[config.mk]
export PLATFORM = sky130hd
export DESIGN_NAME = flash_guard
export DESIGN_NICKNAME = d
export VERILOG_FILES = /design/src/rtl/flash_guard_pkg.sv /design/src/rtl/flash_zone_match.sv /design/src/rtl/flash_sec_area.sv /design/src/rtl/flash_guard.sv
export SDC_FILE = /design/constraint.sdc
export NUM_CORES = 1
export LEC_CHECK = 0
export BUFFER_PORTS_ARGS = -buffer_cell sky130_fd_sc_hd__clkbuf_2
export CORE_MARGIN = 8
export CORE_UTILIZATION = 30
export CTS_CLUSTER_SIZE = 8
export DETAILED_ROUTE_END_ITERATION = 10
export GPL_ROUTABILITY_DRIVEN = 0
export SKIP_LAST_GASP = 1
export SLEW_MARGIN = 10
export SYNTH_ARGS = -nofsm -noshare
export SYNTH_HDL_FRONTEND = slang
export SYNTH_SLANG_ARGS = --single-unit
[constraint.sdc]
create_clock -name clk -period 6.4 [get_ports clk]
set_clock_uncertainty 0.15 [all_clocks]
set_input_delay 0.64 -clock clk [delete_from_list [all_inputs] [get_ports clk]]
set_output_delay 0.64 -clock clk [all_outputs]
set_load 0.02 [all_outputs]
[src/rtl/flash_guard_pkg.sv]
package flash_guard_pkg;

    typedef enum logic [1:0] {
        AREA_MAIN = 2'd0,
        AREA_OTP  = 2'd1,
        AREA_SYS  = 2'd2,
        AREA_RSVD = 2'd3
    } area_e;

    typedef struct packed {
        logic grant;
        logic wp_err;
        logic rd_err;
    } verdict_t;

endpackage

[src/rtl/flash_zone_match.sv]
module flash_zone_match #(
    parameter int PAGE_W = 8
) (
    input  logic              clk,
    input  logic              rst_n,
    input  logic              reload_i,
    input  logic [PAGE_W-1:0] start_i,
    input  logic [PAGE_W-1:0] end_i,
    input  logic [PAGE_W-1:0] page_i,
    output logic              hit_o
);

    typedef struct packed {
        logic [PAGE_W-1:0] first;
        logic [PAGE_W-1:0] last;
    } zone_t;

    zone_t zone_d, zone_q;

    always_comb begin
        zone_d = zone_q;
        if (reload_i) begin
            zone_d.first = start_i;
            zone_d.last  = end_i;
        end
    end

    always_ff @(posedge clk or negedge rst_n) begin
        if (!rst_n) begin
            zone_q.first <= '1;
            zone_q.last  <= '0;
        end else begin
            zone_q <= zone_d;
        end
    end

    always_comb begin
        if (zone_q.first == zone_q.last)
            hit_o = (page_i == zone_q.first);
        else if (zone_q.first < zone_q.last)
            hit_o = (page_i >= zone_q.first) && (page_i <= zone_q.last);
        else
            hit_o = 1'b0;
    end


    zone_hold_chk: assert property (@(posedge clk) disable iff (!rst_n)
        !reload_i |=> $stable(zone_q));

endmodule

[src/rtl/flash_sec_area.sv]
module flash_sec_area #(
    parameter int PAGE_W = 8,
    parameter int SEC_W  = 8
) (
    input  logic              clk,
    input  logic              rst_n,
    input  logic              en_set_i,
    input  logic              size_wr_i,
    input  logic [SEC_W-1:0]  size_i,
    input  logic              rdp_zero_i,
    input  logic [PAGE_W-1:0] page_i,
    output logic              in_area_o,
    output logic              en_o
);

    localparam int CMP_W = (PAGE_W > SEC_W) ? PAGE_W : SEC_W;

    typedef struct packed {
        logic             en;
        logic [SEC_W-1:0] size;
    } sec_t;

    sec_t sec_d, sec_q;

    always_comb begin
        sec_d = sec_q;
        if (en_set_i)
            sec_d.en = 1'b1;
        if (size_wr_i && rdp_zero_i)
            sec_d.size = size_i;
    end

    always_ff @(posedge clk or negedge rst_n) begin
        if (!rst_n) sec_q <= '0;
        else        sec_q <= sec_d;
    end

    logic [CMP_W-1:0] page_x, size_x;
    assign page_x    = CMP_W'(page_i);
    assign size_x    = CMP_W'(sec_q.size);
    assign in_area_o = page_x < size_x;
    assign en_o      = sec_q.en;


    sec_en_sticky_chk: assert property (@(posedge clk) disable iff (!rst_n)
        sec_q.en |=> sec_q.en);


    sec_size_lock_chk: assert property (@(posedge clk) disable iff (!rst_n)
        !rdp_zero_i |=> $stable(sec_q.size));

endmodule

[src/rtl/flash_guard.sv]
module flash_guard
    import flash_guard_pkg::*;
#(
    parameter int PAGE_W    = 8,
    parameter int SEC_W     = 8,
    parameter int NUM_ZONES = 2
) (
    input  logic                          clk,
    input  logic                          rst_n,
    input  logic                          req_valid_i,
    input  logic                          req_wr_i,
    input  logic [1:0]                    req_area_i,
    input  logic [PAGE_W-1:0]             req_page_i,
    input  logic [NUM_ZONES*PAGE_W-1:0]   zone_start_i,
    input  logic [NUM_ZONES*PAGE_W-1:0]   zone_end_i,
    input  logic                          opt_reload_i,
    input  logic                          sec_size_wr_i,
    input  logic [SEC_W-1:0]              sec_size_i,
    input  logic                          sec_en_set_i,
    input  logic [1:0]                    rdp_lvl_i,
    input  logic                          dbg_attached_i,
    input  logic                          boot_ram_i,
    input  logic                          wp_err_clr_i,
    input  logic                          rd_err_clr_i,
    output logic                          grant_o,
    output logic                          wp_err_o,
    output logic                          rd_err_o
);

    logic [NUM_ZONES-1:0] zone_hit;

    for (genvar z = 0; z < NUM_ZONES; z++) begin : g_zone
        flash_zone_match #(.PAGE_W(PAGE_W)) u_zone (
            .clk      (clk),
            .rst_n    (rst_n),
            .reload_i (opt_reload_i),
            .start_i  (zone_start_i[z*PAGE_W +: PAGE_W]),
            .end_i    (zone_end_i[z*PAGE_W +: PAGE_W]),
            .page_i   (req_page_i),
            .hit_o    (zone_hit[z])
        );
    end

    logic rdp_zero, sec_in_area, sec_en;
    assign rdp_zero = (rdp_lvl_i == 2'd0);

    flash_sec_area #(.PAGE_W(PAGE_W), .SEC_W(SEC_W)) u_sec (
        .clk        (clk),
        .rst_n      (rst_n),
        .en_set_i   (sec_en_set_i),
        .size_wr_i  (sec_size_wr_i),
        .size_i     (sec_size_i),
        .rdp_zero_i (rdp_zero),
        .page_i     (req_page_i),
        .in_area_o  (sec_in_area),
        .en_o       (sec_en)
    );

    area_e area;
    logic  is_main, sec_hit, rdp_block, wr_deny, rd_deny;
    assign area      = area_e'(req_area_i);
    assign is_main   = (area == AREA_MAIN);
    assign sec_hit   = is_main && sec_en && sec_in_area;
    assign rdp_block = !rdp_zero && (dbg_attached_i || boot_ram_i);
    assign wr_deny   = req_wr_i && (!is_main || (|zone_hit) || sec_hit || rdp_block);
    assign rd_deny   = !req_wr_i && sec_hit;

    verdict_t vd_d, vd_q;

    always_comb begin
        vd_d.grant  = req_valid_i && !wr_deny && !rd_deny;
        vd_d.wp_err = (vd_q.wp_err && !wp_err_clr_i) || (req_valid_i && wr_deny);
        vd_d.rd_err = (vd_q.rd_err && !rd_err_clr_i) || (req_valid_i && rd_deny);
    end

    always_ff @(posedge clk or negedge rst_n) begin
        if (!rst_n) vd_q <= '0;
        else        vd_q <= vd_d;
    end

    assign grant_o  = vd_q.grant;
    assign wp_err_o = vd_q.wp_err;
    assign rd_err_o = vd_q.rd_err;


    region_write_chk: assert property (@(posedge clk) disable iff (!rst_n)
        req_valid_i && req_wr_i && (req_area_i != 2'd0) |=> wp_err_o && !grant_o);


    region_read_chk: assert property (@(posedge clk) disable iff (!rst_n)
        req_valid_i && !req_wr_i && (req_area_i != 2'd0) |=> grant_o);


    rdp_gate_chk: assert property (@(posedge clk) disable iff (!rst_n)
        req_valid_i && req_wr_i && (rdp_lvl_i != 2'd0) && (dbg_attached_i || boot_ram_i)
        |=> wp_err_o && !grant_o);


    wp_sticky_chk: assert property (@(posedge clk) disable iff (!rst_n)
        wp_err_o && !wp_err_clr_i |=> wp_err_o);


    rd_sticky_chk: assert property (@(posedge clk) disable iff (!rst_n)
        rd_err_o && !rd_err_clr_i |=> rd_err_o);


    no_req_no_grant_chk: assert property (@(posedge clk) disable iff (!rst_n)
        !req_valid_i |=> !grant_o);

endmodule

==> summary.txt, run 1 <==
Finish
  • Layout cells sized above 1: 25.1%
  • Area growth syn-to-layout: 20.0%
  • Final Instance Area: 3510 sq um
  • Fin util: between 30% and 40%
  • Post-route insts no fill: a little over 500
  • Antenna cell count: 0
  • Fin nets: slightly above 500
  • Layout fillers: 1039

CTS
  • Clk root buf: clkbuf_8
  • Cts repair resizes: 0
  • Setup bufs post-CTS: 0
  • Worst-Skew Late Latency: 0.30 ns
  • CTS H-tree depth: 2
  • Post-cts hold buffer count: 0
  • Clock transition at path regs: 0.09 ns
  • Num Clock Sinks: 44
  • CTS tree: yes
  • Longest Clk Path Bufs: 2
  • Num CTS Buffers: 5

Worst setup path
  • Crit path buf inv count: 1
  • Critical path class: register to register
  • Crit path DAT: about 2.5 ns
  • Max stage delay on crit path: approximately 0.55 ns
  • Worst EP required: 6.42 ns
  • CP delay by family, top: compound AO/OA/AOI/OAI gates
  • Crit-path cells: inv_1 -> ha_1 -> nor2b_1 -> o211ai_1 -> a21oi_1 -> a2111oi_2 -> o221ai_1 -> a22oi_1 -> o21bai_1
  • Critical Path Fanout Max: 2
  • Worst setup EP type: register
  • Crit-path slowest cell: dfstp_2
  • Worst setup SP type: register

Synth
  • Area share of the largest cell type after synthesis: around a quarter
  • Cells after synthesis: approximately 320
  • Mux cell area share after synthesis: 1.15%
  • Syn Nets: approximately 440
  • Simple-gate share of the synthesized area: approximately an eighth
  • Register bit total from synthesis: 44
  • Async SR Flop Fraction: between 90% and 100%
  • Sequential area share after synthesis: 38.3%
  • Ys flop type: dfrtp_1
  • Synth cell types: 34
  • Mapped cell area: ~2900 sq um
  • Most frequent cell after synthesis: ha_1
  • Combinational family with the most area after synthesis: adder cells
  • Ranking of synthesized cells by area: dfrtp_1 (24%), ha_1 (24%), dfstp_2 (14%)
  • Ys Warns: 0
  • Post-synth EDFFs: 0
  • Commonest cells post-synth: ha_1 (55), nand2_1 (45), inv_1 (42)
  • Post-Synth Adder-Cell Area: about a quarter
  • Post-Synth XOR/XNOR Area: 0%
  • Fraction of the mapped netlist area in compound gates: 17.6%
  • Largest area contributor in the netlist: dfrtp_1
  • Syn Area/Cell: 9.18 sq um

Drt
  • Final ANT Viol Nets: 0
  • 1st-iter DRT viols: roughly 130
  • TritonRoute pass-1 iters: 4
  • Routed WL: about 7400 um
  • # DRC: 0
  • Wire length per cell: 14.3 um
  • Vias/cell: about 4.7
  • Vias: roughly 2400

GRT
  • Initial antenna violation count: 0
  • Grt total ovfl: 0
  • Vias in the first global route: between 2000 and 3000
  • Gr usage total: roughly an eighth
  • First-pass GRT wire length: around 13000 um
  • Largest net degree at the start of global routing: 63

Power
  • Worst IR Drop VDD: 0.129 mV
  • Leakage: 1.77 nW
  • Pwr Density: between 200 and 250 nW/um^2

STA
  • Fin. Hold Viols: 0
  • Worst-Margin Slew: slightly above 1 ns
  • Slew HR: approximately a third
  • Maximum clock rate: between 0.4 and 0.5 GHz
  • Hold_ws: ~0.26 ns
  • Fin crit share: 38.7%
  • Final setup violating endpoints: 0
  • Tmin final: 2.48 ns
  • Setup_tns: 0 ns
  • Final Max Slew Viols: 0
  • Setup repair after global routing missed its margin: false

Hold path
  • Min-delay worst type: input port to asynchronous set/reset pin

Floorplan
  • Core Rows: 36
  • Die width: 115 um
  • Core box area: a little under 10000 sq um
  • I/O pin count: 66
  • Die area: between 10000 and 15000 sq um
  • Initial Util: a little under a third
  • Die height: roughly 110 um

Placed design
  • Final HPWL DP: 6200 um
  • Inst Count DP: about 510
  • Placed cell areas: roughly 3400 sq um
  • I/O Buffers: 65

Flow run
  • Max Cap Violations: 0

Run status
  • Status: finished, final reports clean
-- worst register-to-register path, stage by stage (launching register included) --
cell and delay [ns]:
dfstp_2 0.55, inv_1 0.05, ha_1 0.28, nor2b_1 0.13, o211ai_1 0.19, a21oi_1 0.11
a2111oi_2 0.33, o221ai_1 0.14, a22oi_1 0.28, o21bai_1 0.13
-- cells in the final DEF, fill, tap and decap left out, types with 2 or more instances in the layout --
cell	synthesis	layout
buf_4	0	2
nor2b_1	4	4
dfrtp_1	28	28
a211oi_1	3	3
clkbuf_2	0	65
clkbuf_8	0	5
o22ai_1	2	2
inv_1	42	42
nor2_1	7	7
nand2b_1	2	2
o211ai_1	3	3
nand4_1	13	13
a21oi_1	18	18
dfstp_2	16	16
nor3b_1	2	2
a21o_1	9	9
nand2_1	45	45
nand3_1	3	3
mux2_2	3	3
o21ai_0	41	41
ha_1	55	55
-- final cells by class --
cell class	count	area, sq um	area share (%)
multi-input combinational	225	1620	46.1
clock inverter	2	35.0	0.998
sequential	44	1120	31.9
clock buffer	6	72.6	2.07
inverter	42	158	4.49
tap	133	166	4.74
timing repair buffer	67	340	9.69
-- metal layers --
metal	up-vias	part of all wire (%)	GRT usage, %
met5	-	0	0
met4	0	0.85	2.63
met3	6	3.8	1.94
met2	45	49	20.5
met1	1131	46	15.3
li1	1244	-	-
-- registers in the layout, indices dropped and copies added (netlist names) --
register,count
wp_err_o,1
rd_err_o,1
u_sec.size_x,8
grant_o,1
u_sec.en_o,1
g_zone.u_zone.zone_q,32
-- per-stage QoR --
stage | total power, mW | worst slack, ns
after CTS | 0.744 | 3.93
after global routing | 0.791 | 3.77
after floorplan | 0.459 | 4.03
after global placement | 0.525 | 3.78
final | 0.736 | 3.92
after detailed placement | 0.534 | 3.71
-- worst paths after layout --
| kind | depth (start not counted) | from | endpoint | slack [ns] |
|---|---|---|---|---|
| setup / recovery | 9 | g_zone[0].u_zone.zone_q[9]$_DFFE_PN1P_ | wp_err_o$_DFF_PN0_ | 3.92 |
| hold / removal | 2 | rst_n | g_zone[1].u_zone.zone_q[2]$_DFFE_PN0P_ | 0.26 |
| setup reg to reg | 9 | g_zone[0].u_zone.zone_q[9]$_DFFE_PN1P_ | wp_err_o$_DFF_PN0_ | 3.92 |
| hold reg to reg | 1 | u_sec.en_o$_DFFE_PN0P_ | u_sec.en_o$_DFFE_PN0P_ | 0.33 |
| max in group asynchronous | 2 | rst_n | g_zone[0].u_zone.zone_q[15]$_DFFE_PN1P_ | 5.46 |
| min in group clk | 1 | u_sec.en_o$_DFFE_PN0P_ | u_sec.en_o$_DFFE_PN0P_ | 0.33 |
-- where the power goes --
| part | internal, mW | leakage, nW | switching, mW |
|---|---|---|---|
| Combinational | 0.0876 | 1.21 | 0.114 |
| Sequential | 0.313 | 0.507 | 0.0121 |
| Clock | 0.116 | 0.0552 | 0.0929 |
| Total | 0.517 | 1.77 | 0.219 |
-- kinds of logic (layout without fill, tap and decap cells) --
| family | count (synthesis) | count (layout) |
|---|---|---|
| buf+inv | 50 | 117 |
| fa+ha+maj | 55 | 55 |
| flops | 44 | 44 |
| simple gates | 81 | 81 |
| compound gates | 86 | 86 |
| mux | 3 | 3 |
(Power assumes the default switching activity.)
==> inputs of run 2 (changes only) <==
==> constraint.sdc (replaced) <==
create_clock -name clk -period 2.3 [get_ports clk]
set_clock_uncertainty 0.15 [all_clocks]
set_input_delay 0.23 -clock clk [delete_from_list [all_inputs] [get_ports clk]]
set_output_delay 0.23 -clock clk [all_outputs]
set_load 0.02 [all_outputs]
==> run 2 against run 1 <==
Compared with the run above: the run now ends with negative hold slack, negative setup slack left; count of clock-buffer cells in the layout rose by 2; sequential share of layout area fell by 3.1 points; worst hold slack lost 0.26 ns; combinational power rose to 3.1 times the previous value; clock power is 140% higher; global-route usage up 0.38 points; via count grew 7.4%; routed wire length grew 2.6%; total power rose to 2.8 times the previous value; critical path type unchanged; critical endpoint is now grant_o$_DFF_PN0_; largest cell class unchanged.
==> summary.txt, run 2 (synthesized netlist as in run 1, its figures left out) <==
STA
  • Tmin final: 2.32 ns
  • Worst-Margin Slew: 0.578 ns
  • Final Max Slew Viols: 0
  • Final worst setup slack: -0.0209 ns
  • Setup repair after global routing missed its margin: true
  • Fin crit share: 101%
  • Fin. Hold Viols: 1
  • Maximum clock rate: between 0.4 and 0.5 GHz
  • Final setup violating endpoints: 1
  • Hold_ws: -0.0000793 ns
  • Slew HR: 61.4%

Worst setup path
  • Max stage delay on crit path: roughly 0.54 ns
  • Critical path class: register to register
  • Crit-path cells: ha_1 -> nor2b_1 -> o211ai_2 -> a21oi_1 -> or4_4 -> nand3b_1 -> a22oi_2 -> o211a_1
  • Critical Path Fanout Max: 2
  • Crit path DAT: 2.35 ns
  • Worst EP required: about 2.3 ns
  • Crit-path slowest cell: dfstp_2
  • Worst setup EP type: register
  • Worst setup SP type: register

Drt
  • Vias/cell: 4.67
  • Routed WL: 7610 um
  • Wire length per cell: between 10 and 15 um
  • TritonRoute pass-1 iters: 4
  • 1st-iter DRT viols: 86
  • # DRC: 0
  • Final ANT Viol Nets: 0
  • Vias: around 2600

Floorplan
  • Die area: about 13000 sq um
  • Initial Util: a little under a third
  • Core box area: slightly below 10000 sq um
  • Die width: 115 um
  • Core Rows: 36
  • I/O pin count: 66
  • Die height: 115 um

GRT
  • Initial antenna violation count: 0
  • First-pass GRT wire length: 13100 um
  • Vias in the first global route: approximately 2900
  • Grt total ovfl: 0
  • Largest net degree at the start of global routing: 34
  • Gr usage total: roughly 12%

CTS
  • CTS tree: yes
  • Clock transition at path regs: roughly 0.080 ns
  • Worst-Skew Late Latency: 0.29 ns
  • Num CTS Buffers: 5
  • Num Clock Sinks: between 40 and 50
  • Clk root buf: clkbuf_8
  • CTS H-tree depth: 2
  • Longest Clk Path Bufs: 2

Run status
  • Failing checks: negative hold slack, negative setup slack
  • Status: finished with violations

Finish
  • Register area: approximately 1100 sq um
  • Commonest cells after routing, fill and taps aside: clkbuf_2 (65), ha_1 (54), nand2_1 (45)
  • Area growth syn-to-layout: 32.8%
  • Antenna cell count: 0
  • Most common cell after layout, fill and taps aside: clkbuf_2
  • Post-route insts no fill: 558
  • Multi-input gate area: 1640 sq um
  • Max reg flops: 32
  • Top reg by flops: g_zone.u_zone.zone_q
  • Final Instance Area: around 3900 sq um
  • Layout cells sized above 1: 26.6%
  • Fin nets: 542
  • Layout fillers: approximately 1000
  • Fin util: about 40%

Flow run
  • Max Cap Violations: 0

Placed design
  • Placed cell areas: approximately 3500 sq um
  • Inst Count DP: between 500 and 600
  • I/O Buffers: 65
  • Final HPWL DP: about 6300 um

Power
  • Worst IR Drop VDD: 0.231 mV
  • Pwr Density: around 520 nW/um^2
  • Power Total: 2.03 mW
  • Leakage: 1.94 nW

Hold path
  • Min-delay worst type: input port to register
==> run 2: cell types whose count changed in the layout (fill, tap and decap cells not counted), moves of 2 or more <==
cell,before,now
inv_2,0,2
dlygate4sd3_1,0,27
inv_1,42,40
buf_4,2,13
==> run 2: timing repair <==
| action | in CTS | in global routing |
|---|---|---|
| pin swaps | 5 | 3 |
| gates resized for setup | 1 | 4 |
| buffers inserted | 0 | 1 |
| setup endpoints to repair | 2 | 2 |
| hold endpoints to repair | 38 | 0 |
| hold buffers | 27 | 0 |
==> run 2: final timing paths <==
path	depth (start not counted)	to	startpoint	slack, ns
worst max-delay path	8	grant_o$_DFF_PN0_	g_zone[0].u_zone.zone_q[9]$_DFFE_PN1P_	-0.02
worst min-delay path	3	g_zone[1].u_zone.zone_q[11]$_DFFE_PN1P_	zone_start_i[11]	-0.00008
worst max register to register	8	grant_o$_DFF_PN0_	g_zone[0].u_zone.zone_q[9]$_DFFE_PN1P_	-0.02
worst min register to register	1	u_sec.en_o$_DFFE_PN0P_	u_sec.en_o$_DFFE_PN0P_	0.32
max in group asynchronous	3	g_zone[1].u_zone.zone_q[15]$_DFFE_PN1P_	rst_n	1.07
min in group asynchronous	2	g_zone[0].u_zone.zone_q[5]$_DFFE_PN0P_	rst_n	0.32
==> run 2: metal layers <==
layer / routed length, um / vias up / global-route usage (%)
met2: 3860 / 43 / 22.1
li1: - / 1322 / -
met1: 3360 / 1235 / 14.7
met4: 53 / 0 / 2.28
met5: 0 / - / 0
met3: 328 / 6 / 2.84
==> run 2: metrics by stage <==
stage                     setup WS [ns]  setup TNS [ns]
after floorplan                   0.103               0
after global placement         -0.00388        -0.00745
after detailed placement        -0.0819          -0.160
after CTS                       -0.0296         -0.0296
after global routing            -0.0800          -0.108
final                           -0.0209         -0.0209
==> run 2: layout make-up <==
type,count,area share [%]
Clock buffer,8,2.32
Tap cell,133,4.28
Inverter,42,4.05
Multi-Input combinational cell,225,42.2
Sequential cell,44,28.8
Timing Repair Buffer,106,18.3
==> run 2: where the power goes <==
part / internal, mW / switching [mW] / total, mW
Combinational: 0.298 / 0.323 / 0.621
Clock: 0.245 / 0.258 / 0.503
Sequential: 0.872 / 0.0346 / 0.906
Total: 1.42 / 0.615 / 2.03
==> run 2: worst max-delay path, delay by kind of cell, from the launching register on <==
| family | cells | cell delay (ns) |
|---|---|---|
| AND/OR/NAND/NOR | 3 | 0.76 |
| flip-flops | 1 | 0.54 |
| AO/OA/AOI/OAI | 4 | 0.52 |
| adder cells (fa/ha/maj) | 1 | 0.23 |
